===== config.mk =====
export PLATFORM = sky130hd
export DESIGN_NAME = pulse_swallow_div
export DESIGN_NICKNAME = d
export VERILOG_FILES = /design/src/rtl/pss_pkg.sv /design/src/rtl/pss_prescaler.sv /design/src/rtl/pss_swallow_ctrl.sv /design/src/rtl/pss_ref_div.sv /design/src/rtl/pulse_swallow_div.sv
export SDC_FILE = /design/constraint.sdc
export NUM_CORES = 1
export LEC_CHECK = 0
export ABC_AREA = 1
export BUFFER_PORTS_ARGS = -buffer_cell sky130_fd_sc_hd__buf_2
export CAP_MARGIN = 20
export CORE_MARGIN = 4
export CORE_UTILIZATION = 45
export DETAILED_ROUTE_END_ITERATION = 10
export HOLD_SLACK_MARGIN = 0.06
export SETUP_SLACK_MARGIN = 0.5
export SLEW_MARGIN = 20
export SYNTH_ARGS = -nofsm -noshare
export SYNTH_HDL_FRONTEND = slang
export SYNTH_HIERARCHICAL = 1
export SYNTH_SLANG_ARGS = --single-unit

===== constraint.sdc =====
create_clock -name clk -period 5.4 [get_ports clk]
set_input_delay 1.62 -clock clk [delete_from_list [all_inputs] [get_ports clk]]
set_output_delay 1.62 -clock clk [all_outputs]
set_load 0.02 [all_outputs]

===== src/rtl/pss_pkg.sv =====
package pss_pkg;

  typedef enum logic [1:0] {
    PSC_8_9   = 2'd0,
    PSC_16_17 = 2'd1,
    PSC_32_33 = 2'd2,
    PSC_64_65 = 2'd3
  } psc_sel_e;

  // width of the prescaler cycle counter (holds up to the largest high modulus - 1)
  localparam int PSC_CNT_W = 7;

  function automatic logic [PSC_CNT_W-1:0] psc_low_mod(input psc_sel_e sel);
    logic [PSC_CNT_W-1:0] base;
    base = PSC_CNT_W'(8);
    return base << sel;
  endfunction

endpackage


===== src/rtl/pss_prescaler.sv =====
module pss_prescaler #(
  parameter int CNT_W = 7
) (
  input  logic             clk,
  input  logic             rst_n,
  input  logic             load,
  input  logic [CNT_W-1:0] mod_m1,
  output logic             wrap
);

  logic [CNT_W-1:0] pcnt_q;
  logic [CNT_W-1:0] pcnt_d;
  logic             pcnt_en;

  always_comb begin
    pcnt_en = load || (pcnt_q != '0);
    if (load) pcnt_d = mod_m1;
    else      pcnt_d = pcnt_q - 1'b1;
  end

  always_ff @(posedge clk or negedge rst_n) begin
    if (!rst_n)       pcnt_q <= '0;
    else if (pcnt_en) pcnt_q <= pcnt_d;
  end

  assign wrap = (pcnt_q == '0);


  psc_load_chk: assert property (@(posedge clk) disable iff (!rst_n)
    load |=> (pcnt_q == $past(mod_m1)));


  psc_count_chk: assert property (@(posedge clk) disable iff (!rst_n)
    (!load && !wrap) |=> (pcnt_q == $past(pcnt_q) - 1'b1));

endmodule


===== src/rtl/pss_swallow_ctrl.sv =====
module pss_swallow_ctrl #(
  parameter int A_W   = 6,
  parameter int B_W   = 12,
  parameter int CNT_W = 7
) (
  input  logic             clk,
  input  logic             rst_n,
  input  logic             capture,
  input  logic             run,
  input  logic [A_W-1:0]   cap_a,
  input  logic [B_W-1:0]   cap_b,
  input  logic [CNT_W-1:0] cap_p,
  input  logic             psc_wrap,
  output logic             psc_load,
  output logic [CNT_W-1:0] psc_mod_m1,
  output logic             period_end
);

  localparam logic [B_W-1:0] B_ONE = B_W'(1);
  localparam int             A_PAD = B_W - A_W;

  logic [A_W-1:0]   a_rem_q, a_rem_d;
  logic [B_W-1:0]   b_rem_q, b_rem_d;
  logic [CNT_W-1:0] p_low_q, p_low_d;
  logic             cnt_en;
  logic             step;
  logic [A_W-1:0]   a_step;

  always_comb begin
    step       = run && psc_wrap;
    period_end = step && (b_rem_q == B_ONE);
    a_step     = (a_rem_q != '0) ? a_rem_q - 1'b1 : '0;

    cnt_en     = capture || step;
    a_rem_d    = a_rem_q;
    b_rem_d    = b_rem_q;
    p_low_d    = p_low_q;
    psc_load   = 1'b0;
    psc_mod_m1 = '0;

    if (capture) begin
      a_rem_d    = cap_a;
      b_rem_d    = cap_b;
      p_low_d    = cap_p;
      psc_load   = 1'b1;
      psc_mod_m1 = (cap_a != '0) ? cap_p : cap_p - 1'b1;
    end else if (step) begin
      a_rem_d    = a_step;
      b_rem_d    = b_rem_q - 1'b1;
      psc_load   = 1'b1;
      psc_mod_m1 = (a_step != '0) ? p_low_q : p_low_q - 1'b1;
    end
  end

  always_ff @(posedge clk or negedge rst_n) begin
    if (!rst_n) begin
      a_rem_q <= '0;
      b_rem_q <= '0;
      p_low_q <= '0;
    end else if (cnt_en) begin
      a_rem_q <= a_rem_d;
      b_rem_q <= b_rem_d;
      p_low_q <= p_low_d;
    end
  end


  swallow_order_chk: assert property (@(posedge clk) disable iff (!rst_n)
    run |-> ({{A_PAD{1'b0}}, a_rem_q} <= b_rem_q));


  b_live_chk: assert property (@(posedge clk) disable iff (!rst_n)
    run |-> (b_rem_q != '0));


  modulus_hold_chk: assert property (@(posedge clk) disable iff (!rst_n)
    !capture |=> $stable(p_low_q));

endmodule


===== src/rtl/pss_ref_div.sv =====
module pss_ref_div #(
  parameter int R_W = 14
) (
  input  logic           clk,
  input  logic           rst_n,
  input  logic           ref_tick,
  input  logic [R_W-1:0] ref_div,
  output logic           ref_pulse
);

  logic [R_W-1:0] rcnt_q, rcnt_d;
  logic [R_W:0]   rcnt_inc;
  logic [R_W:0]   r_eff;
  logic           hit;
  logic           pulse_d;

  always_comb begin
    r_eff    = (ref_div == '0) ? (R_W+1)'(1) : {1'b0, ref_div};
    rcnt_inc = {1'b0, rcnt_q} + 1'b1;
    hit      = ref_tick && (rcnt_inc >= r_eff);
    pulse_d  = hit;
    if (hit) rcnt_d = '0;
    else     rcnt_d = rcnt_inc[R_W-1:0];
  end

  always_ff @(posedge clk or negedge rst_n) begin
    if (!rst_n)        rcnt_q <= '0;
    else if (ref_tick) rcnt_q <= rcnt_d;
  end

  always_ff @(posedge clk or negedge rst_n) begin
    if (!rst_n) ref_pulse <= 1'b0;
    else        ref_pulse <= pulse_d;
  end


  ref_cause_chk: assert property (@(posedge clk) disable iff (!rst_n)
    ref_pulse |-> $past(ref_tick));


  ref_unity_chk: assert property (@(posedge clk) disable iff (!rst_n)
    (ref_tick && ref_div == '0) |=> ref_pulse);

endmodule


===== src/rtl/pulse_swallow_div.sv =====
module pulse_swallow_div
  import pss_pkg::*;
#(
  parameter int A_W = 6,
  parameter int B_W = 12,
  parameter int R_W = 14
) (
  input  logic           clk,
  input  logic           rst_n,
  input  logic [1:0]     psel,
  input  logic [A_W-1:0] div_a,
  input  logic [B_W-1:0] div_b,
  input  logic [R_W-1:0] ref_div,
  input  logic           ref_tick,
  output logic           fb_pulse,
  output logic           ref_pulse,
  output logic           cfg_bad
);

  localparam int             CNT_W = PSC_CNT_W;
  localparam int             A_PAD = B_W - A_W;
  localparam logic [B_W-1:0] B_MIN = B_W'(3);

  logic             ld_q, ld_d;
  logic             bad_q, bad_d;
  logic             fb_d;
  logic             cfg_ok;
  logic             boundary;
  logic             cap_go;
  logic             run;
  logic [CNT_W-1:0] cap_p;
  logic             psc_load;
  logic [CNT_W-1:0] psc_mod_m1;
  logic             psc_wrap;
  logic             period_end;

  always_comb begin
    cap_p    = psc_low_mod(psc_sel_e'(psel));
    cfg_ok   = ({{A_PAD{1'b0}}, div_a} <= div_b) && (div_b >= B_MIN);
    run      = !ld_q;
    boundary = ld_q || period_end;
    cap_go   = boundary && cfg_ok;

    ld_d  = ld_q;
    bad_d = bad_q;
    fb_d  = 1'b0;
    if (boundary) begin
      ld_d  = !cfg_ok;
      bad_d = !cfg_ok;
      fb_d  = period_end && cfg_ok;
    end
  end

  always_ff @(posedge clk or negedge rst_n) begin
    if (!rst_n) begin
      ld_q  <= 1'b1;
      bad_q <= 1'b0;
    end else if (boundary) begin
      ld_q  <= ld_d;
      bad_q <= bad_d;
    end
  end

  always_ff @(posedge clk or negedge rst_n) begin
    if (!rst_n) fb_pulse <= 1'b0;
    else        fb_pulse <= fb_d;
  end

  assign cfg_bad = bad_q;

  pss_swallow_ctrl #(
    .A_W   (A_W),
    .B_W   (B_W),
    .CNT_W (CNT_W)
  ) u_ctrl (
    .clk        (clk),
    .rst_n      (rst_n),
    .capture    (cap_go),
    .run        (run),
    .cap_a      (div_a),
    .cap_b      (div_b),
    .cap_p      (cap_p),
    .psc_wrap   (psc_wrap),
    .psc_load   (psc_load),
    .psc_mod_m1 (psc_mod_m1),
    .period_end (period_end)
  );

  pss_prescaler #(
    .CNT_W (CNT_W)
  ) u_psc (
    .clk    (clk),
    .rst_n  (rst_n),
    .load   (psc_load),
    .mod_m1 (psc_mod_m1),
    .wrap   (psc_wrap)
  );

  pss_ref_div #(
    .R_W (R_W)
  ) u_ref (
    .clk       (clk),
    .rst_n     (rst_n),
    .ref_tick  (ref_tick),
    .ref_div   (ref_div),
    .ref_pulse (ref_pulse)
  );


  fb_width_chk: assert property (@(posedge clk) disable iff (!rst_n)
    fb_pulse |=> !fb_pulse);


  bad_quiet_chk: assert property (@(posedge clk) disable iff (!rst_n)
    cfg_bad |-> !fb_pulse);


  bad_resample_chk: assert property (@(posedge clk) disable iff (!rst_n)
    (cfg_bad && cfg_ok) |=> !cfg_bad);

endmodule


# --- After elaboration in Yosys (flattened, before gate mapping) ---
# Cells that the tools add are included.
classes:
  add_sub_neg: 6
  n_lt_le_gt_ge: 3
  n_eq_ne: 1
  shifts: 1
  mux: 15
  reduce_logical: 20
op_table:
  columns: ["cell", "n"]
  rows:
  - ["two-way mux 7 bit", 5]
  - ["two-way mux 14 bit", 2]
  - ["two-way mux 12 bit", 2]
  - ["subtractor 7 x 1 -> 7 bit (second input constant)", 3]
  - ["two-way mux 6 bit", 3]
  - ["nonzero test 6 bit", 3]
  - ["adder 14 x 1 -> 15 bit (second input constant)", 1]
  - ["greater-or-equal comparator 15 bit", 1]
  - ["zero test 14 bit", 1]
  - ["== test 12 x 1 -> 1 bit (second input constant)", 1]
  - ["greater-or-equal comparator 12 x 2 -> 1 bit (second input constant)", 1]
  - ["less-or-equal comparator 6 x 12 -> 1 bit", 1]
  - ["subtractor 12 x 1 -> 12 bit (second input constant)", 1]
  - ["zero test 7 bit", 1]
  - ["nonzero test 7 bit", 1]
  - ["left shift 4 x 2 -> 7 bit (first input constant)", 1]
  - ["logical AND 1 bit", 6]
  - ["subtractor 6 x 1 -> 6 bit (second input constant)", 1]
  - ["AND reduction 2 bit", 2]
  - ["logical OR 1 bit", 3]
  - ["two-way mux 1 bit", 3]
  - ["zero test 1 bit", 2]
  - ["nonzero test 2 bit", 1]
totals:
  reg_bits: 50
  input_bits: 37
  out_inout_bits: 3
  wordCells: 55

# --- Depth between registers and ports, before layout ---
# Gate-level depths: netlist of run 1.
depth:
  ltp_word: 7
  mapped_depth: 21
  mapped_depth_nobuf: 19

# --- Hierarchy ---
# Netlist of run 1, hierarchy kept.
modules_own_cells:
  columns: ["module", "n_inst", "cells_per_inst", "area_per_inst_um2", "seq_area_each_um2"]
  rows:
  - ["pss_swallow_ctrl", 1, 279, 1954.4, 625.6]
  - ["pss_ref_div", 1, 200, 1381.3, 375.4]
  - ["pss_prescaler", 1, 59, 483.0, 175.2]
  - ["pulse_swallow_div", 1, 61, 377.9, 76.3]

# --- Worst setup path before layout of run 1 ---
# OpenSTA, ideal clock, no wires.
synth_path:
  path_type: "input to register"
  from: "in div_b[5]"
  to: "reg u_psc.pcnt_q[1]"
  setup_ns: 0.118
  arrival_time_ns: 3.540
  required_time_ns: 5.282
  setup_slack_ns: 1.741
  cell_stages: 16
  n_path_buf: 3
  path_cell_list: "inv_1 -> ha_1 -> a21oi_1 -> nand3b_1 -> nand2_1 -> nand2_1 -> nand2_2 -> nor2_1 -> buf_2 -> inv_1 -> nand2_1 -> clkbuf_1 -> clkbuf_4 -> o21ai_0 -> nand2_1 -> o21ai_2"
synth_between:
  elab_chain_len: 5
  elab_cells_between_ends: 8
  cone_classes: "2 x order compare; 3 x mux; 3 x reduce/logical"
synth_rtl:
  columns: ["element", "line_no", "text"]
  rows:
  - ["start: declaration", "pulse_swallow_div.sv:12", "input logic [B_W-1:0] div_b,"]
  - ["less-or-equal comparator 6 x 12 -> 1 bit or greater-or-equal comparator 12 x 2 -> 1 bit (tied branches)", "pulse_swallow_div.sv:39", "cfg_ok = ({{A_PAD{1'b0}}, div_a} <= div_b) && (div_b >= B_MIN);"]
  - ["logical AND 1 bit *", "pulse_swallow_div.sv:39", null]
  - ["logical AND 1 bit *", "pulse_swallow_div.sv:42", "cap_go = boundary && cfg_ok;"]
  - ["named net cap_go", "pulse_swallow_div.sv:29", "logic cap_go;"]
  - ["two-way mux 1 bit *", "pss_swallow_ctrl.sv:41", "if (capture) begin"]
  - ["named net psc_load", "pulse_swallow_div.sv:32", "logic psc_load;"]
  - ["two-way mux 7 bit or logical OR 1 bit (tied branches)", "pss_prescaler.sv:17, pss_prescaler.sv:16", null]
  - ["end signal: assignment", "pss_prescaler.sv:23", "else if (pcnt_en) pcnt_q <= pcnt_d;"]
  - ["end: declaration", "pss_prescaler.sv:11", "logic [CNT_W-1:0] pcnt_q;"]
# The timed path passes the listed nets; every way through them passes the cells marked *.
# A chain may end at the register's enable or synchronous reset.

# --- Final worst setup path of run 1 ---
layout_path:
  from: "in div_b[1]"
  to: "reg u_psc.pcnt_q[1]"
# Same word-level chain as after synthesis.

==> qor.txt, run 1 <==
OUTCOME
------------------------------------------------------------------------------------
Run status                                                              finished, final reports clean

LAYOUT
------------------------------------------------------------------------------------
Synth-to-Final Area Change                                                     11.2%
Most common cell after layout, fill and taps aside                           nand2_1
Commonest cells after routing, fill and taps aside                      nand2_1, inv_1, dfrtp_1
Inserted Diodes                                                                    0
Fraction of final layout cells with drive strength greater than 1              13.4%
# nets final                                                                     712

CLOCK TREE
------------------------------------------------------------------------------------
Worst-path clk slew                                                          0.09 ns
Number of buffers inserted for hold repair after clock tree synthesis              0
Number of setup buffers added after CTS                                            0
Clock Latency Late Sink                                                      0.31 ns
H-tree depth                                                                       2
Root buffer cell                                                            clkbuf_8
TritonCTS clock tree                                                           built
Clock Tree Buf Depth                                                               2
Number of buffers inserted during clock tree synthesis                             5
CTS sink count                                                                    50
Number of gates resized after CTS                                                  0

TIMING
------------------------------------------------------------------------------------
Setup repair after global routing missed its margin                            false
Final min period                                                             3.72 ns
Worst hold slack after final layout                                         0.495 ns
Final setup viols                                                                  0
Number of hold-slack violations in the final timing report                         0
Slew @ Worst Pin                                                            0.747 ns
Period Utilization, post-route                                                 68.9%
Headroom to the max-slew limit                                                 50.2%
Summed negative setup slack over all endpoints                                  0 ns
Pins over their slew limit                                                         0
Worst Clk Skew                                                            0.00893 ns
F_max                                                                        269 MHz

CRITICAL PATH
------------------------------------------------------------------------------------
FF-to-FF End                                                            u_psc/pcnt_q[1]$_DFFE_PN0P_
Critical path origin                                                        div_b[1]
Worst reg2reg path depth                                                          15
Data arrival time at the worst-slack endpoint                                3.92 ns
Setup slack, reg-to-reg                                                      2.37 ns
Ordered list of cells on the worst path                                 buf_2 -> inv_1 -> ha_1 -> nand2_1 -> nand2_1 -> nand2_1 -> nand2_1 -> nand2_1 -> nand2_1 -> nand2_1 -> nand2_2 -> nor2_2 -> inv_1 -> nand2_1 -> buf_4 -> inv_1 -> nand2_4 -> nand2_1 -> o21ai_2
Cell with the largest stage delay on the worst path                          nand2_1
Family with the most delay on the worst path                            simple AND/OR/NAND/NOR gates
Data required time at the worst endpoint                                     5.60 ns
Type of origin of the critical path                                     primary input
Cell type with the highest occurrence count on the critical path             nand2_1
Delay contributed by the slowest stage of the critical path                  0.42 ns
Critical path type                                                      primary input to flip-flop
Critical Path Fanout Max                                                          17
Critical Path Sink Type                                                    flip-flop
Startpoint of the most critical register-to-register path               u_psc/pcnt_q[0]$_DFFE_PN0P_
Crit path buf inv count                                                            5

HOLD PATH
------------------------------------------------------------------------------------
Hold Crit Start                                                         cfg_bad$_DFFE_PN0P_
Hold crit path type                                                     flip-flop to flip-flop
Sink of the worst hold path                                             cfg_bad$_DFFE_PN0P_
Hold depth                                                                         2

GLOBAL ROUTING
------------------------------------------------------------------------------------
Wire length of the first global-routing pass                                16700 um
Maximum number of pins on one net before global-route repair                      51
Total Routing Usage GR                                                         18.0%
Via count of the first global-routing pass                                      3645
Antenna violations before repair                                                   0
Total global routing overflow                                                      0

LOGIC SYNTHESIS
------------------------------------------------------------------------------------
Instance count of the mapped netlist                                             599
Number of synthesized register bits                                               50
Share of synthesized area occupied by flip-flops and latches                   29.8%
Number of library cell types mapped by synthesis                                  38
Post-Syn Area per Cell                                                      7.01 um2
Yosys warns                                                                        6
Netlist Area Pre-Place                                                      4200 um2

FLOORPLANNING
------------------------------------------------------------------------------------
Effective utilization at floorplan                                             47.2%
Number of ports placed on the die boundary                                        40
Floorplan die width                                                           105 um
Height of the die                                                             105 um
Core ar.                                                                    8890 um2
Row cnt                                                                           34
Die Footprint                                                              10900 um2

POWER AND IR DROP
------------------------------------------------------------------------------------
Worst ir drop on vdd                                                      0.000320 V
Leak                                                                         2.50 nW
Pwr/cell area                                                             370 nW/um2

FLOW RUN
------------------------------------------------------------------------------------
Max-cap viol count                                                                 0

ROUTING
------------------------------------------------------------------------------------
Total number of vias                                                            3803
Starting DRC count in detailed routing                                           155
Number of optimization iterations in the first detailed-route pass                 4
Drt drc                                                                            0
Number of nets with antenna violations after detailed routing                      0
Total Routed Length                                                          9680 um
Wire per inst                                                                12.8 um
Vias per inst                                                                   5.03

PLACEMENT
------------------------------------------------------------------------------------
Count of buffers inserted at the top-level ports                                  39
Detail Placement HPWL                                                        7690 um
RD Place Congestion                                                            0.934

-- layout make-up --
type | count | area [um2]
Multi-Input combinational cell | 455 | 2560
Tap cell | 108 | 135
Sequential cell | 50 | 1250
Clock buffer | 6 | 82.6
Timing Repair Buffer | 43 | 225
Inverter | 92 | 345
Clock inverter | 2 | 60.1
Fill cell | 885 | 4230
-- cells by family (layout without fill, tap and decap cells) --
logic type               after synthesis  count (layout)  synth area share (%)
AO/OA/AOI/OAI                         57              57                  8.71
XOR/XNOR                              24              24                  5.01
adder cells (fa/ha/maj)               28              28                  8.35
buffers and inverters                105             143                  10.1
flip-flops                            50              50                  29.8
multiplexers                           1               1                 0.268
other                                  1              12                0.0894
AND/OR/NAND/NOR                      333             333                  37.7
-- Yosys cell counts (all sizes together) --
library cell | n | area share, %
conb | 1 | 0.089
nor3 | 9 | 1.2
o22ai | 1 | 0.15
clkbuf | 8 | 0.81
mux2 | 1 | 0.27
nand2 | 200 | 19
dfstp | 1 | 0.63
o221ai | 7 | 1.5
inv | 92 | 8.2
xnor2 | 4 | 0.83
o21bai | 3 | 0.63
nor4 | 1 | 0.15
nor2 | 56 | 6.9
xor2 | 20 | 4.2
nand3 | 31 | 4.9
o21ai | 23 | 2.9
buf | 5 | 1.0
a41o | 1 | 0.24
o21a | 1 | 0.18
a21oi | 12 | 1.5
dfrtp | 49 | 29
nand3b | 2 | 0.36
ha | 28 | 8.3
o211ai | 9 | 1.6
nand4 | 34 | 5.1
-- registers in the layout (all words and copies together) (netlist names) --
| name | cells |
|---|---|
| u_psc/pcnt_q | 7 |
| u_ctrl/b_rem_q | 12 |
| u_ref/rcnt_q | 14 |
| fb_pulse | 1 |
| cfg_bad | 1 |
| u_ref/ref_pulse | 1 |
| u_ctrl/a_rem_q | 6 |
| ld_q | 1 |
| u_ctrl/p_low_q | 7 |
-- through the flow --
stage | power (mW) | setup WS, ns | std cells | area [um2] | utilization [%]
4_1_cts | 1.75 | 1.67 | 756 | 4670 | 52.5
3_5_place_dp | 1.41 | 1.34 | 748 | 4520 | 50.9
3_3_place_gp | 1.39 | 1.45 | 748 | 4520 | 50.9
5_1_grt | 1.88 | 1.41 | 756 | 4670 | 52.5
6_report | 1.73 | 1.68 | 756 | 4670 | 52.5
2_1_floorplan | 1.22 | 1.74 | 610 | 4240 | -
-- how the worst max path moves through the flow --
stage                             endpoint  slack (ns)  depth (start not counted)
3_5_place_dp   u_psc/pcnt_q[1]$_DFFE_PN0P_        1.34                         19
5_1_grt        u_psc/pcnt_q[0]$_DFFE_PN0P_        1.41                         18
2_1_floorplan  u_psc/pcnt_q[1]$_DFFE_PN0P_        1.74                         16
3_3_place_gp   u_psc/pcnt_q[0]$_DFFE_PN0P_        1.45                         19
4_1_cts        u_psc/pcnt_q[1]$_DFFE_PN0P_        1.67                         19
6_report       u_psc/pcnt_q[1]$_DFFE_PN0P_        1.68                         19
-- report_power, final --
group | total (mW) | switching [mW] | leakage, nW | internal [mW]
sequential | 0.598 | 0.107 | 0.622 | 0.491
combinational | 0.802 | 0.513 | 1.81 | 0.288
clock | 0.327 | 0.130 | 0.0714 | 0.198
-- metal layers --
| layer | GRT usage [%] | vias up | routed length, um |
|---|---|---|---|
| met5 | 0 | - | 0 |
| met4 | 3.75 | 0 | 104 |
| met3 | 2.40 | 8 | 422 |
| met2 | 31.1 | 79 | 4620 |
| met1 | 24.3 | 1695 | 4540 |
| li1 | - | 2021 | - |
-- tightest hold or removal path, stage by stage, from the launching register on --
cell and delay [ns]:
dfrtp_1 0.35, nand2_1 0.05, nand2_1 0.06
(Power assumes the default switching activity.)
==> inputs of run 2 (changes only) <==
--- a/config.mk
+++ b/config.mk
@@ -5,13 +5,14 @@
 export SDC_FILE = /design/constraint.sdc
 export NUM_CORES = 1
 export LEC_CHECK = 0
-export ABC_AREA = 1
+export ABC_AREA = 0
 export BUFFER_PORTS_ARGS = -buffer_cell sky130_fd_sc_hd__buf_2
 export CAP_MARGIN = 20
 export CORE_MARGIN = 4
 export CORE_UTILIZATION = 45
 export DETAILED_ROUTE_END_ITERATION = 10
 export HOLD_SLACK_MARGIN = 0.06
+export PLACE_DENSITY = 0.66
 export SETUP_SLACK_MARGIN = 0.5
 export SLEW_MARGIN = 20
 export SYNTH_ARGS = -nofsm -noshare
==> constraint.sdc (replaced) <==
create_clock -name clk -period 3.3 [get_ports clk]
set_input_delay 0.99 -clock clk [delete_from_list [all_inputs] [get_ports clk]]
set_output_delay 0.99 -clock clk [all_outputs]
set_load 0.02 [all_outputs]
==> run 2 against run 1 <==
First-iteration DRC count decreased by 15%. Utilization increased by 6.0 points. Non-clock buffer count increased by 42. Clock skew decreased by 0.0022 ns. Synthesized cell count decreased by 29%. Sequential cell count unchanged. Routed wire length decreased by 5.3%. Sequential power increased by 60%. Via count decreased by 11%. Clock-buffer cell count decreased by 1. Sequential share of layout area decreased by 1.0 points. Critical path type is now flip-flop to flip-flop. Critical endpoint is now u_psc/pcnt_q[6]$_DFFE_PN0P_. Largest power group unchanged. Highest routed layer unchanged.
==> qor.txt, run 2 <==
GLOBAL ROUTING
-----------------------------------------------------------------------------------------------------------------
Total Routing Usage GR                                                                                      18.4%   +0.34 points
Wire length of the first global-routing pass                                                             15100 um   -9.5%
Antenna violations before repair                                                                                0   unchanged
Total global routing overflow                                                                                   0   unchanged
Via count of the first global-routing pass                                                                   3340   -8.4%
Maximum number of pins on one net before global-route repair                                                   33   -35%

CRITICAL PATH
-----------------------------------------------------------------------------------------------------------------
Total stage count of the critical path                                                                         13   -6
Delay contributed by the slowest stage of the critical path                                               0.56 ns   +0.14 ns
Critical path type                                                                                   flip-flop to flip-flop
Worst reg2reg path depth                                                                                       13   -2
Critical Path Fanout Max                                                                                        5   -12
Critical Path Sink Type                                                                                 flip-flop
Cell with the largest stage delay on the worst path                                                         or4_4
Ordered list of cells on the worst path                                                              or4_4 -> nor2_4 -> and4bb_2 -> nand2_1 -> nor4bb_1 -> buf_4 -> nor2_2 -> a21oi_4 -> and3b_2 -> o311a_1 -> a211o_1 -> nand2b_1 -> o31a_1
Data arrival time at the worst-slack endpoint                                                             3.18 ns   -0.74 ns
Family with the most delay on the worst path                                                         simple AND/OR/NAND/NOR gates
Type of origin of the critical path                                                                     flip-flop
Crit path buf inv count                                                                                         1   -4
Data required time at the worst endpoint                                                                  3.50 ns   -2.10 ns

TIMING
-----------------------------------------------------------------------------------------------------------------
Number of hold-slack violations in the final timing report                                                      0   unchanged
F_max                                                                                                     335 MHz
Setup repair after global routing missed its margin                                                          true
Final min period                                                                                          2.98 ns
Period Utilization, post-route                                                                              90.4%
Pins over their slew limit                                                                                      0   unchanged
Summed negative setup slack over all endpoints                                                               0 ns   unchanged
Final setup viols                                                                                               0   unchanged
Headroom to the max-slew limit                                                                              51.8%   +1.7 points
Worst Clk Skew                                                                                         0.00671 ns   -0.00222 ns
Slew @ Worst Pin                                                                                         0.722 ns   -0.0248 ns

CLOCK TREE
-----------------------------------------------------------------------------------------------------------------
Worst-path clk slew                                                                                       0.10 ns   about the same
H-tree depth                                                                                                    2   unchanged
CTS sink count                                                                                                 50   unchanged
Root buffer cell                                                                                         clkbuf_8
Clock Latency Late Sink                                                                                   0.31 ns   about the same
Clock Tree Buf Depth                                                                                            2   unchanged
TritonCTS clock tree                                                                                        built
Number of buffers inserted during clock tree synthesis                                                          5   unchanged

ROUTING
-----------------------------------------------------------------------------------------------------------------
Wire per inst                                                                                             14.7 um   +15%
Vias per inst                                                                                                5.44   +8.2%
Number of optimization iterations in the first detailed-route pass                                              4   unchanged
Starting DRC count in detailed routing                                                                        131   -15%
Total number of vias                                                                                         3397   -11%
Number of nets with antenna violations after detailed routing                                                   0   unchanged
Drt drc                                                                                                         0   unchanged
Total Routed Length                                                                                       9170 um   -5.3%

POWER AND IR DROP
-----------------------------------------------------------------------------------------------------------------
Pwr/cell area                                                                                          502 nW/um2   +35%
Worst ir drop on vdd                                                                                   0.000313 V   -2.3%
Clock Power Share                                                                                           15.8%   -3.2 points
Switching part of the total                                                                                 39.6%   -3.8 points
Proportion of power drawn by combinational gates                                                            45.0%   -1.4 points
Net switching power figure                                                                               0.965 mW   +29%
Register share of total power                                                                               39.2%   +4.6 points
Power Total                                                                                               2.44 mW   +41%
Design internal power                                                                                     1.47 mW   +51%
Leak                                                                                                      2.27 nW   -9.1%

LOGIC SYNTHESIS
-----------------------------------------------------------------------------------------------------------------
Post-Syn Area per Cell                                                                                   9.13 um2   +30%
Top_reg_cell synth                                                                                        dfrtp_1
Largest cells by area after synthesis                                                                dfrtp_1, ha_1, inv_1, xnor2_1, nand2_1
Share of synthesized area occupied by flip-flops and latches                                                32.4%   +2.6 points
Yosys warns                                                                                                     6   unchanged
Area share of xor/xnor cells in the synthesized design                                                      8.29%   +3.3 points
Synth Area in Compound Gates                                                                                17.0%   +8.3 points
Number of library cell types mapped by synthesis                                                               74   +95%
Share of synthesized cell area in and, or, nand and nor gates                                               23.9%   -14 points
Number of synthesized register bits                                                                            50   unchanged
Share of async-settable or async-resettable flops after synthesis                                            100%   unchanged
Netlist Area Pre-Place                                                                                   3860 um2   -7.9%
EDFF count, synth                                                                                               0   unchanged
Share of the synthesized area in the top cell type                                                          31.7%   +2.5 points
Post-synth top area cell                                                                                  dfrtp_1
Instance count of the mapped netlist                                                                          423   -29%
Most used standard cells in the synthesized netlist                                                  dfrtp_1, inv_1, nand2_1
Combinational family with the most area after synthesis                                              simple AND/OR/NAND/NOR gates
Mux share of post-synthesis cell area                                                                       3.04%   +2.8 points
Arithmetic-cell share of the synthesized area counting full adders, half adders and majority gates          9.07%   +0.72 points

LAYOUT
-----------------------------------------------------------------------------------------------------------------
Max FFs per register                                                                                           14   unchanged
Top register by number of flip-flops                                                                 u_ref/rcnt_q
Commonest cells after routing, fill and taps aside                                                   inv_1, dfrtp_1, buf_4
Fraction of final layout cells with drive strength greater than 1                                           31.2%   +18 points
Registers with the highest flip-flop counts                                                          u_ref/rcnt_q x14, u_ctrl/b_rem_q x12
Inserted Diodes                                                                                                 0   unchanged
# nets final                                                                                                  583   -18%
Synth-to-Final Area Change                                                                                  25.7%
Number of fill cells                                                                                          720   -19%

HOLD PATH
-----------------------------------------------------------------------------------------------------------------
Hold crit path type                                                                                  flip-flop to flip-flop
Hold depth                                                                                                      2   unchanged

OUTCOME
-----------------------------------------------------------------------------------------------------------------
Run status                                                                                           finished, final reports clean

FLOORPLANNING
-----------------------------------------------------------------------------------------------------------------
Core ar.                                                                                                 8300 um2   -6.7%
Height of the die                                                                                          101 um   -3.7%
Number of ports placed on the die boundary                                                                     40   unchanged
Row cnt                                                                                                        33   -2.9%
Die Footprint                                                                                           10100 um2   -7.3%
Floorplan die width                                                                                        101 um   -3.7%
Effective utilization at floorplan                                                                          46.6%   -0.64 points

PLACEMENT
-----------------------------------------------------------------------------------------------------------------
Count of buffers inserted at the top-level ports                                                               39   unchanged
RD Place Congestion                                                                                         0.802   -14%
Detail Placement HPWL                                                                                     6770 um   -12%

FLOW RUN
-----------------------------------------------------------------------------------------------------------------
Max-cap viol count                                                                                              0   unchanged

run 2: repair_timing:
action                     4_1_cts  5_1_grt
setup endpoints to repair       22       43
pin swaps                       12       20
hold buffers                     0        0
resized for setup                7       32
buffers inserted                13       19
cloned                           2        0
run 2: final timing paths:
path / start / endpoint / slack (ns)
setup / recovery: u_psc/pcnt_q[4]$_DFFE_PN0P_ / u_psc/pcnt_q[6]$_DFFE_PN0P_ / 0.32
hold / removal: cfg_bad$_DFFE_PN0P_ / cfg_bad$_DFFE_PN0P_ / 0.50
setup reg to reg: u_psc/pcnt_q[4]$_DFFE_PN0P_ / u_psc/pcnt_q[6]$_DFFE_PN0P_ / 0.32
hold reg to reg: cfg_bad$_DFFE_PN0P_ / cfg_bad$_DFFE_PN0P_ / 0.50
max in group asynchronous: rst_n / u_psc/pcnt_q[5]$_DFFE_PN0P_ / 1.94
min in group asynchronous: rst_n / u_ctrl/p_low_q[6]$_DFFE_PN0P_ / 0.73
run 2: through the flow:
step	instances	cell area, um2	hold slack, ns	utilization (%)	worst slack (ns)
global route	624	4860	0.546	58.5	0.116
floorplan	436	3950	0.495	-	0.0941
finish	624	4860	0.500	58.5	0.315
CTS	605	4560	0.506	55.0	0.315
global placement	582	4320	0.493	52.1	0.128
detailed placement	582	4320	0.472	52.1	0.0461
run 2: kinds of logic after synthesis:
logic type               after synthesis
AND/OR/NAND/NOR                      149
AO/OA/AOI/OAI                         89
buffers and inverters                 61
flip-flops                            50
XOR/XNOR                              34
adder cells (fa/ha/maj)               28
multiplexers                          11
other                                  1
run 2: final cells by class:
cell class / instances / area [um2] / share of cell area [%]
Clock buffer: 5 / 68.8 / 1.42
Clock inverter: 3 / 28.8 / 0.593
Inverter: 49 / 184 / 3.79
Multi-Input combinational cell: 327 / 2640 / 54.3
Sequential cell: 50 / 1250 / 25.8
Tap cell: 105 / 131 / 2.71
Timing Repair Buffer: 85 / 552 / 11.4
run 2: metal layers:
metal  wire length, um  track usage (%)  up-vias
li1                  -                -     1711
met3               383             3.53        4
met1              4300             24.2     1621
met2              4460             32.3       61
met4                27             1.76        0
met5                 0                0        -
run 2: power groups by stage:
stage | Combinational, mW | Clock (mW) | Sequential (mW)
2_1_floorplan | 0.690 | 0 | 0.933
3_3_place_gp | 0.885 | 0 | 0.957
3_5_place_dp | 0.919 | 0 | 0.964
4_1_cts | 0.976 | 0.400 | 0.951
5_1_grt | 1.22 | 0.426 | 0.981
6_report | 1.10 | 0.385 | 0.955
run 2: worst reg2reg max path: cells and delay by family (launching register included):
kind / cells / cell delay, ns
AO/OA/AOI/OAI: 4 / 0.61
flip-flops: 1 / 0.39
buffers and inverters: 1 / 0.17
AND/OR/NAND/NOR: 8 / 1.70
==> inputs of run 3 (changes only) <==
--- a/config.mk
+++ b/config.mk
@@ -12,7 +12,7 @@
 export CORE_UTILIZATION = 45
 export DETAILED_ROUTE_END_ITERATION = 10
 export HOLD_SLACK_MARGIN = 0.06
-export PLACE_DENSITY = 0.66
+export PLACE_DENSITY_LB_ADDON = 0.15
 export SETUP_SLACK_MARGIN = 0.5
 export SLEW_MARGIN = 20
 export SYNTH_ARGS = -nofsm -noshare
==> constraint.sdc (replaced) <==
create_clock -name clk -period 3.8 [get_ports clk]
set_input_delay 1.14 -clock clk [delete_from_list [all_inputs] [get_ports clk]]
set_output_delay 1.14 -clock clk [all_outputs]
set_load 0.02 [all_outputs]
==> run 3 against run 2 <==
Via count down 4.7%. Routed wire length down 6.3%. Maximum frequency down 6.3%. Critical path depth down 1. Non-clock buffer count down 36. Combinational power down 29%. First-iteration DRC count up 4.6%. Sequential cell count unchanged. Global-route usage down 0.49 points. Utilization down 5.4 points. Sequential share of layout area up 2.6 points. Hold slack better by 0.025 ns. Critical path type unchanged.
==> qor.txt, run 3 (synthesis gave the netlist of run 2 again) <==
FLOORPLANNING
------------------------------------------------------------------------------------
Number of ports placed on the die boundary                                        40   unchanged
Die Footprint                                                              10100 um2   unchanged
Core ar.                                                                    8300 um2   unchanged
Floorplan die width                                                           101 um   unchanged
Height of the die                                                             101 um   unchanged
Effective utilization at floorplan                                             46.6%   unchanged
Row cnt                                                                           33   unchanged

CRITICAL PATH
------------------------------------------------------------------------------------
Worst reg2reg path depth                                                          12   -1
Cell with the largest stage delay on the worst path                            or4_4
Type of origin of the critical path                                        flip-flop
Data required time at the worst endpoint                                     3.99 ns   +0.49 ns
Critical Path Sink Type                                                    flip-flop
FF-to-FF End                                                            u_psc/pcnt_q[6]$_DFFE_PN0P_
Delay contributed by the slowest stage of the critical path                  0.60 ns   +0.04 ns
Ordered list of cells on the worst path                                 or4_4 -> nor2_4 -> and4bb_1 -> nand2_1 -> nor4bb_4 -> nor2_2 -> a21oi_4 -> and3b_2 -> o311a_1 -> a211o_1 -> nand2b_1 -> o31a_1
Critical Path Fanout Max                                                           6   +1
Setup slack, reg-to-reg                                                      0.61 ns   +0.30 ns
Critical path type                                                      flip-flop to flip-flop
Startpoint of the most critical register-to-register path               u_psc/pcnt_q[3]$_DFFE_PN0P_
Critical path origin                                                    u_psc/pcnt_q[3]$_DFFE_PN0P_
Setup crit end                                                          u_psc/pcnt_q[6]$_DFFE_PN0P_
Data arrival time at the worst-slack endpoint                                3.38 ns   +0.20 ns

HOLD PATH
------------------------------------------------------------------------------------
Hold Crit Start                                                         cfg_bad$_DFFE_PN0P_
Hold crit path type                                                     flip-flop to flip-flop

GLOBAL ROUTING
------------------------------------------------------------------------------------
Wire length of the first global-routing pass                                14800 um   -2.3%
Total Routing Usage GR                                                         17.9%   -0.49 points
Total global routing overflow                                                      0   unchanged
Fraction of met2 tracks used by global routing                                 29.7%   -2.5 points
Via count of the first global-routing pass                                      3104   -7.1%
Busiest metal layer after global routing                                        met2
Maximum number of pins on one net before global-route repair                      38   +15%
Global Route met1 Usage                                                        25.5%   +1.3 points
Met3 track utilization from global routing                                     2.56%   -0.97 points
Antenna violations before repair                                                   0   unchanged

ROUTING
------------------------------------------------------------------------------------
Number of optimization iterations in the first detailed-route pass                 5   +1
Total Routed Length                                                          8590 um   -6.3%
Drt drc                                                                            0   unchanged
Total number of vias                                                            3236   -4.7%
Vias per inst                                                                   5.51   +1.3%
Starting DRC count in detailed routing                                           137   +4.6%
Number of nets with antenna violations after detailed routing                      0   unchanged
Wire per inst                                                                14.6 um   -0.38%

LAYOUT
------------------------------------------------------------------------------------
Top register by number of flip-flops                                    u_ref/rcnt_q
Number of fill cells                                                             756   +5.0%
Registers with the highest flip-flop counts                             u_ref/rcnt_q x14, u_ctrl/b_rem_q x12
Area of the multi-input gates                                               2470 um2   -6.2%
Max FFs per register                                                              14   unchanged
Inserted Diodes                                                                    0   unchanged
Commonest cells after routing, fill and taps aside                      inv_1, dfrtp_1, buf_2
Synth-to-Final Area Change                                                     14.1%
Fraction of final layout cells with drive strength greater than 1              20.3%   -11 points
# nets final                                                                     546   -6.3%
Area occupied by registers                                                  1250 um2   about the same

POWER AND IR DROP
------------------------------------------------------------------------------------
Proportion of power drawn by combinational gates                               39.8%   -5.2 points
Power Total                                                                  1.95 mW   -20%
Leak                                                                         2.07 nW   -8.9%
Design internal power                                                        1.17 mW   -20%
Switching part of the total                                                    39.9%   +0.26 points
Clock Power Share                                                              17.3%   +1.5 points
Pwr/cell area                                                             442 nW/um2   -12%
Worst ir drop on vdd                                                      0.000264 V   -16%
Register share of total power                                                  42.9%   +3.7 points
Net switching power figure                                                  0.777 mW   -19%

PLACEMENT
------------------------------------------------------------------------------------
Post-placement worst setup slack                                            0.210 ns   +0.164 ns
Count of buffers inserted at the top-level ports                                  39   unchanged
Detail Placement HPWL                                                        6750 um   -0.29%
RD Place Congestion                                                            0.859   +7.1%

CLOCK TREE
------------------------------------------------------------------------------------
Clock Tree Buf Depth                                                               2   unchanged
TritonCTS clock tree                                                           built
Number of buffers inserted during clock tree synthesis                             5   unchanged
Root buffer cell                                                            clkbuf_8
Worst-path clk slew                                                          0.10 ns   about the same
CTS sink count                                                                    50   unchanged
Number of buffers inserted for hold repair after clock tree synthesis              0   unchanged
Clock Latency Late Sink                                                      0.30 ns   about the same
H-tree depth                                                                       2   unchanged

TIMING
------------------------------------------------------------------------------------
Final setup viols                                                                  0   unchanged
Worst hold slack after final layout                                         0.525 ns   +0.0249 ns
Pins over their slew limit                                                         0   unchanged
Setup repair after global routing missed its margin                            false
Period Utilization, post-route                                                 83.9%   -6.6 points
Worst setup margin                                                          0.613 ns   +0.298 ns
Summed negative setup slack over all endpoints                                  0 ns   unchanged
Number of hold-slack violations in the final timing report                         0   unchanged
Worst Clk Skew                                                            0.00776 ns   +0.00105 ns
Final min period                                                             3.19 ns   +0.202 ns
F_max                                                                        314 MHz   -6.3%

OUTCOME
------------------------------------------------------------------------------------
Run status                                                              finished, final reports clean

FLOW RUN
------------------------------------------------------------------------------------
Max-cap viol count                                                                 0   unchanged

## run 3: cell type report
class	instances	area share, %
multi-input cells	326	56.1
flip-flops and latches	50	28.4
repair buffers	49	6.13
inverters	49	4.17
well taps	105	2.98
clock buffers	5	1.56
clock inverters	3	0.653
## run 3: through the flow
step / cell area (um2) / std cells / utilization [%]
4_1_cts: 4360 / 582 / 52.5
2_1_floorplan: 3930 / 436 / -
3_3_place_gp: 4250 / 574 / 51.3
5_1_grt: 4410 / 587 / 53.1
6_report: 4410 / 587 / 53.1
3_5_place_dp: 4250 / 574 / 51.3
## run 3: critical path: cells and delay by family, from the launching register on
family | cells | cell delay [ns]
AOI/OAI and AO/OA | 4 | 0.70
and+or+nand+nor | 8 | 1.95
DFF | 1 | 0.44
## run 3: metal layers
layer / up-vias / share of wire (%) / wire [um]
li1: 1633 / - / -
met1: 1531 / 48 / 4160
met2: 66 / 47 / 4060
met3: 6 / 4.0 / 347
met4: 0 / 0.31 / 27
met5: - / 0 / 0
## run 3: how the worst min path moves through the flow
stage	cells past startpoint	slack, ns	endpoint
global route	2	0.55	cfg_bad$_DFFE_PN0P_
detailed placement	2	0.50	cfg_bad$_DFFE_PN0P_
CTS	2	0.53	cfg_bad$_DFFE_PN0P_
floorplan	1	0.49	u_ctrl/p_low_q[6]$_DFFE_PN0P_
global placement	2	0.50	cfg_bad$_DFFE_PN0P_
finish	2	0.52	cfg_bad$_DFFE_PN0P_
## run 3: power groups by stage
| stage | logic, mW | clock network [mW] | registers (mW) |
|---|---|---|---|
| 6_report | 0.776 | 0.336 | 0.837 |
| 2_1_floorplan | 0.594 | 0 | 0.811 |
| 3_5_place_dp | 0.772 | 0 | 0.845 |
| 4_1_cts | 0.776 | 0.352 | 0.836 |
| 3_3_place_gp | 0.746 | 0 | 0.839 |
| 5_1_grt | 0.894 | 0.377 | 0.859 |
## run 3: what timing repair did
item / in CTS / in global routing
setup endpoints to repair: 2 / 3
gates cloned: 0 / 1
resized for setup: 2 / 2
setup buffers: 0 / 4
pin swaps: 0 / 3
